## config.mk

```make
export PLATFORM = sky130hd
export DESIGN_NAME = simd_lshift_unit
export DESIGN_NICKNAME = d
export VERILOG_FILES = /design/src/rtl/slu_pkg.sv /design/src/rtl/slu_count_decode.sv /design/src/rtl/slu_lane_shift.sv /design/src/rtl/simd_lshift_unit.sv
export SDC_FILE = /design/constraint.sdc
export NUM_CORES = 2
export LEC_CHECK = 0
export BUFFER_PORTS_ARGS = -buffer_cell sky130_fd_sc_hd__buf_2
export CORE_AREA = 2 2 358 360
export DETAILED_ROUTE_END_ITERATION = 12
export DIE_AREA = 0 0 360 362
export SYNTH_ARGS = -nofsm -noshare
export SYNTH_HDL_FRONTEND = slang
export SYNTH_SLANG_ARGS = --single-unit
```

## constraint.sdc

```tcl
create_clock -name clk -period 3.4 [get_ports clk]
set_clock_uncertainty 0.05 [all_clocks]
set_input_delay 0.51 -clock clk [delete_from_list [all_inputs] [get_ports clk]]
set_output_delay 0.51 -clock clk [all_outputs]
set_load 0.1 [all_outputs]
```

## src/rtl/slu_pkg.sv

```systemverilog
// Package: shared encodings for the packed left shifter.
// Assumes: element-size and width-mode codes are 2 bits, as at the top ports.
package slu_pkg;
    typedef enum logic [1:0] {
        ESZ_16  = 2'd0,
        ESZ_32  = 2'd1,
        ESZ_64  = 2'd2,
        ESZ_RSV = 2'd3
    } esz_e;

    typedef enum logic [1:0] {
        WM_64    = 2'd0,
        WM_L128  = 2'd1,
        WM_X128  = 2'd2,
        WM_256   = 2'd3
    } wmode_e;

    localparam int unsigned SEL_CNT_W = 64;
    localparam int unsigned NUM_ESZ   = 3;
endpackage

```

## src/rtl/slu_count_decode.sv

```systemverilog
// Module: slu_count_decode
// Picks the shift amount from the immediate or from the low 64 bits of the
// count vector. Produces a 6-bit amount and one oversize flag per element size.
// Assumes: the largest element is 64 bits, and the register count is unsigned.
module slu_count_decode #(
    parameter int unsigned CNT_W = 128,
    parameter int unsigned IMM_W = 8
) (
    input  logic [CNT_W-1:0]                 count_vec,
    input  logic [IMM_W-1:0]                 imm_count,
    input  logic                             imm_sel,
    output logic [5:0]                       shamt,
    output logic [slu_pkg::NUM_ESZ-1:0]      kill
);
    import slu_pkg::*;

    logic [SEL_CNT_W-1:0] amount;
    logic                 unused_hi;

    // Count bits above the selected field never reach the shift.
    assign unused_hi = ^count_vec[CNT_W-1:SEL_CNT_W];

    // Select the count source, widening the immediate with zeros.
    always_comb begin
        if (imm_sel)
            amount = {{(SEL_CNT_W-IMM_W){1'b0}}, imm_count};
        else
            amount = count_vec[SEL_CNT_W-1:0];
    end

    assign shamt = amount[5:0];

    // Oversize detection per element size (16 << index).
    for (genvar gi = 0; gi < NUM_ESZ; gi++) begin : g_kill
        localparam longint unsigned LIM = 64'd16 << gi;
        assign kill[gi] = (amount >= LIM);
    end
endmodule

```

## src/rtl/slu_lane_shift.sv

```systemverilog
// Module: slu_lane_shift
// Shifts each LANE_W-bit lane of a vector left by a shared amount, with zero
// fill. When kill is set, every lane is forced to zero.
// Assumes: VEC_W is a multiple of LANE_W, and shamt already fits in one lane.
module slu_lane_shift #(
    parameter int unsigned VEC_W  = 256,
    parameter int unsigned LANE_W = 16,
    localparam int unsigned SH_W  = $clog2(LANE_W),
    localparam int unsigned LANES = VEC_W / LANE_W
) (
    input  logic [VEC_W-1:0] vec_in,
    input  logic [SH_W-1:0]  shamt,
    input  logic             kill,
    output logic [VEC_W-1:0] vec_out
);
    // One independent shifter for each lane.
    for (genvar li = 0; li < LANES; li++) begin : g_lane
        logic [LANE_W-1:0] lane_in;
        assign lane_in = vec_in[li*LANE_W +: LANE_W];
        assign vec_out[li*LANE_W +: LANE_W] = kill ? '0 : (lane_in << shamt);
    end
endmodule

```

## src/rtl/simd_lshift_unit.sv

```systemverilog
// Module: simd_lshift_unit
// A packed logical left shifter with selectable element size, count source and
// register-width policy. The result is registered with one cycle of latency.
// Assumes: a synchronous active-low reset. Upper-bit policy comes from
// width_mode. old_dst carries the prior destination for the preserved bits.
module simd_lshift_unit #(
    parameter int unsigned VEC_W = 256,
    parameter int unsigned CNT_W = 128,
    parameter int unsigned IMM_W = 8
) (
    input  logic             clk,
    input  logic             rst_n,
    input  logic             in_valid,
    input  logic [VEC_W-1:0] old_dst,
    input  logic [VEC_W-1:0] src_vec,
    input  logic [CNT_W-1:0] count_vec,
    input  logic [IMM_W-1:0] imm_count,
    input  logic             imm_sel,
    input  logic [1:0]       elem_size,
    input  logic [1:0]       width_mode,
    input  logic             wide_len,
    output logic [VEC_W-1:0] result,
    output logic             out_valid,
    output logic             illegal
);
    import slu_pkg::*;

    localparam int unsigned QTR  = VEC_W / 4;
    localparam int unsigned HALF = VEC_W / 2;

    logic [5:0]         shamt;
    logic [NUM_ESZ-1:0] kill;
    logic [VEC_W-1:0]   shifted [NUM_ESZ];
    logic [VEC_W-1:0]   picked;
    logic [VEC_W-1:0]   merged;
    logic               bad_form;

    slu_count_decode #(.CNT_W(CNT_W), .IMM_W(IMM_W)) i_cnt (
        .count_vec (count_vec),
        .imm_count (imm_count),
        .imm_sel   (imm_sel),
        .shamt     (shamt),
        .kill      (kill)
    );

    // One lane shifter per element size; the lane width is 16 << index.
    for (genvar gi = 0; gi < NUM_ESZ; gi++) begin : g_esz
        localparam int unsigned LW = 16 << gi;
        slu_lane_shift #(.VEC_W(VEC_W), .LANE_W(LW)) i_lanes (
            .vec_in  (src_vec),
            .shamt   (shamt[$clog2(LW)-1:0]),
            .kill    (kill[gi]),
            .vec_out (shifted[gi])
        );
    end

    // Choose the shifter output that matches the element size.
    always_comb begin
        case (elem_size)
            ESZ_16:  picked = shifted[0];
            ESZ_32:  picked = shifted[1];
            default: picked = shifted[2];
        endcase
    end

    // Apply the upper-bit policy of the selected width mode.
    always_comb begin
        case (width_mode)
            WM_64:   merged = {old_dst[VEC_W-1:QTR], picked[QTR-1:0]};
            WM_L128: merged = {old_dst[VEC_W-1:HALF], picked[HALF-1:0]};
            WM_X128: merged = {{HALF{1'b0}}, picked[HALF-1:0]};
            default: merged = picked;
        endcase
    end

    // Undefined forms: reserved size, or immediate with the long flag in X128.
    assign bad_form = (elem_size == ESZ_RSV) ||
                      ((width_mode == WM_X128) && imm_sel && wide_len);

    // Output register: valid, illegal flag, and the result for legal operations.
    always_ff @(posedge clk) begin
        if (!rst_n) begin
            out_valid <= 1'b0;
            illegal   <= 1'b0;
            result    <= '0;
        end else begin
            out_valid <= in_valid;
            illegal   <= in_valid && bad_form;
            if (in_valid && !bad_form)
                result <= merged;
        end
    end

    // valid follows the input by exactly one cycle.
    a_r7_valid_follows: assert property (@(posedge clk) disable iff (!rst_n)
        in_valid |=> out_valid);
    a_r7_idle_follows: assert property (@(posedge clk) disable iff (!rst_n)
        !in_valid |=> !out_valid);

    // no illegal flag without a valid output.
    a_r9_flag_needs_valid: assert property (@(posedge clk) disable iff (!rst_n)
        !out_valid |-> !illegal);

    // a refused operation leaves the result untouched.
    a_r8_hold_on_illegal: assert property (@(posedge clk) disable iff (!rst_n)
        (out_valid && illegal) |-> $stable(result));

    // immediate form with the long flag in extended 128-bit mode is refused.
    a_r8_long_imm_refused: assert property (@(posedge clk) disable iff (!rst_n)
        (in_valid && width_mode == WM_X128 && imm_sel && wide_len) |=> illegal);

    // extended 128-bit mode clears the upper half.
    a_r6_upper_cleared: assert property (@(posedge clk) disable iff (!rst_n)
        (in_valid && width_mode == WM_X128 && elem_size != ESZ_RSV &&
         !(imm_sel && wide_len)) |=> (result[VEC_W-1:HALF] == '0));

    // legacy 128-bit mode keeps the old upper half.
    a_r5_upper_kept: assert property (@(posedge clk) disable iff (!rst_n)
        (in_valid && width_mode == WM_L128 && elem_size != ESZ_RSV)
        |=> (result[VEC_W-1:HALF] == $past(old_dst[VEC_W-1:HALF])));

    // an immediate of 64 or more clears every element in 256-bit mode.
    a_r4_big_imm_zero: assert property (@(posedge clk) disable iff (!rst_n)
        (in_valid && imm_sel && imm_count >= 8'd64 && elem_size != ESZ_RSV &&
         width_mode == WM_256) |=> (result == '0));
endmodule

```

==> results.ini <==
[synth]
synth-edff-count=0
synth.top_cells.by_count=472 x nand2_1, 417 x mux2i_1, 325 x nor2_1, 291 x a21oi_1, 258 x dfxtp_1
yosysMostFrequentCell=nand2_1
syn_inst=3847
yosys_warnings=0
syn_nets=4504
synthFlopType=dfxtp_1
netlist_top_cells_area=mux4_2 18%, dfxtp_1 16%, mux2i_1 13%, nand2_1 5.6%, a21oi_1 4.6%
synth_top_cell_area_share_pct=18.4
synth_seq_cells=258
synthArstFlopShare_pct=0
syn_avg_cell_area_um2=8.18
yosysTopAreaCell=mux4_2
syn_area_um2=31500
yosysUniqueCellTypes=90
ys_seq_area_share_pct=16.4

[power_and_ir_drop]
irDropWorstVdd_v=0.000385
power_density_nw_per_um2=385
p_leak_nw=20.8
power_mw=18.0

[grt]
grt_pass1_vias=39800
grt_use_total_pct=36.9
grt_start_max_net_pins=82
antenna_found_initial=89
grt-ovfl-total=0
grt_pass1_wl_mm=340

[drt]
met3_length_mm=36.0
vias=43700
drt_wl_total_mm=253
wire_per_inst_um=35.2
vias_per_cell=6.09
drc=0
first_pass_iters=8
met1Wirelength_mm=111
met2_length_mm=96.5
drtAntennaViolNets=0
drtIter0Drc=6702
maxUsedRoutingLayer=met5

[worst_setup_path]
path_buf_inv=6
cp_max_fo=17
cp_slowest_cell=a21oi_1
critical_path_class=primary input to flop
required_ns=3.84
cp-end-kind=flop
critical_path.top_delay_family=buffers and inverters
ff2ff_path_depth=3
critical_path_arrival_ns=3.80
max_stage_delay_ns=0.59
path_common_cell=buf_4
start_kind=primary input
crit_chain=buf_2 > mux2_8 > buf_12 > buf_4 > mux4_2 > mux2i_1 > buf_4 > buf_4 > nor2_1 > o21ai_0 > o21ai_0 > a21oi_1 > buf_4 > o22ai_1
cp.depth=14

[sta]
fin_crit_sh_pct=98.9
finalHoldViolCount=0
layout_min_cycle_time_ns=3.36
max-slew-margin-rel_pct=29.8
rsz0062_at_grt=false
clock.fmax_mhz=297
worst_pin_slew_ns=1.05
setup_viol=0
finalSetupTns_ns=0
holdWs_ns=0.122
maxSlewViolCount=0

[layout]
fill_cells=13500
syn2layout_area_growth_pct=48.6
regArea_um2=5160
final_area_um2=46800
final_util_pct=36.9
drive_gt1_share_pct=44.3
multiInputGateArea_um2=24300
final_nets=6110

[worst_hold_path]
holdPathStages=3
min_path_type=primary input to flop

[clocking]
cts_buffers=30
cts_sinks=258
cts_root_buf=clkbuf_16
htreeDepth=1
clk_pin_slew_ns=0.07
hold_buffers=0
clk_path_buf_depth=3
cts_tree=built
clock_latency_ns=0.61

[status]
status=finished, final reports clean

[die]
fp.dieW_um=360
pin_count=915
core_um2=127000
die-area_um2=130000
chipHeight_um=362
start_util_pct=24.8
fp-row-count=131

[placement]
gp_congestion=1.07
dp_hpwl_mm=212
dpl_cell_area_um2=45600
port-buffer-count=786

[run]
drv_cap=0

==> flip-flops by register name (all words and copies together) (netlist names) <==
name	cells
result	256
illegal	1
out_valid	1
==> routing by layer <==
metal / global-route usage [%] / vias to the layer above
met1: 53.3 / 21500
met3: 14.3 / 442
met5: 0 / -
met4: 11.4 / 90
met2: 49.5 / 3420
li1: - / 18200
==> tightest hold or removal path, stage by stage <==
cell	delay, ns
buf_2	0.08
nand4_1	0.08
nand3_1	0.09
==> where the power goes <==
part	switching [mW]	internal (mW)
sequential	0.128	3.22
combinational	7.01	4.03
clock	1.59	2.04
==> cell usage in the layout, fill, tap and decap left out, drive strengths merged, types with 28 or more instances in the layout <==
master and n:
mux4 257, a31oi 41, a221oi 94, nor2 328, clkbuf 41, buf 1994, a21oi 292, nor4 44
mux2 57, nand3 145, a211oi 49, o22ai 60, mux2i 421, and3 28, o21ai 262, o211ai 60
dfxtp 258, nor3 112, diode 38, nand2 472, a22oi 50
==> worst paths after layout <==
| kind | to | slack (ns) | from |
|---|---|---|---|
| max | result[103]$_SDFFE_PN0P_ | 0.04 | imm_sel |
| min | result[147]$_SDFFE_PN0P_ | 0.12 | old_dst[147] |
| max reg2reg | result[242]$_SDFFE_PN0P_ | 2.05 | result[242]$_SDFFE_PN0P_ |
| min reg2reg | result[7]$_SDFFE_PN0P_ | 0.41 | result[7]$_SDFFE_PN0P_ |
==> cell type report <==
class | count | area share [%]
multi-input combinational | 3154 | 52.0
timing repair buffer | 1994 | 29.9
sequential | 258 | 11.0
tap | 1662 | 4.45
clock buffer | 41 | 1.87
clock inverter | 15 | 0.391
antenna | 38 | 0.203
inverter | 15 | 0.131
==> per-stage QoR <==
| stage | instances | setup WS [ns] |
|---|---|---|
| detailed placement | 7083 | -0.536 |
| floorplan | 3847 | 0.438 |
| global route | 7168 | 0.0154 |
| CTS | 7139 | 0.112 |
| finish | 7177 | 0.0383 |
| global placement | 7083 | -0.525 |
==> repair_timing <==
item,4_1_cts,5_1_grt
setup endpoints to repair,0,2
resized for setup,0,2
setup buffers,0,0
==> cells by family after synthesis <==
| family | Yosys count | share of synthesized area [%] |
|---|---|---|
| buf+inv | 435 | 6.95 |
| simple gates | 1224 | 17.2 |
| flops | 258 | 16.4 |
| compound gates | 1195 | 25.5 |
| mux | 735 | 33.9 |
(Power assumes the default switching activity.)
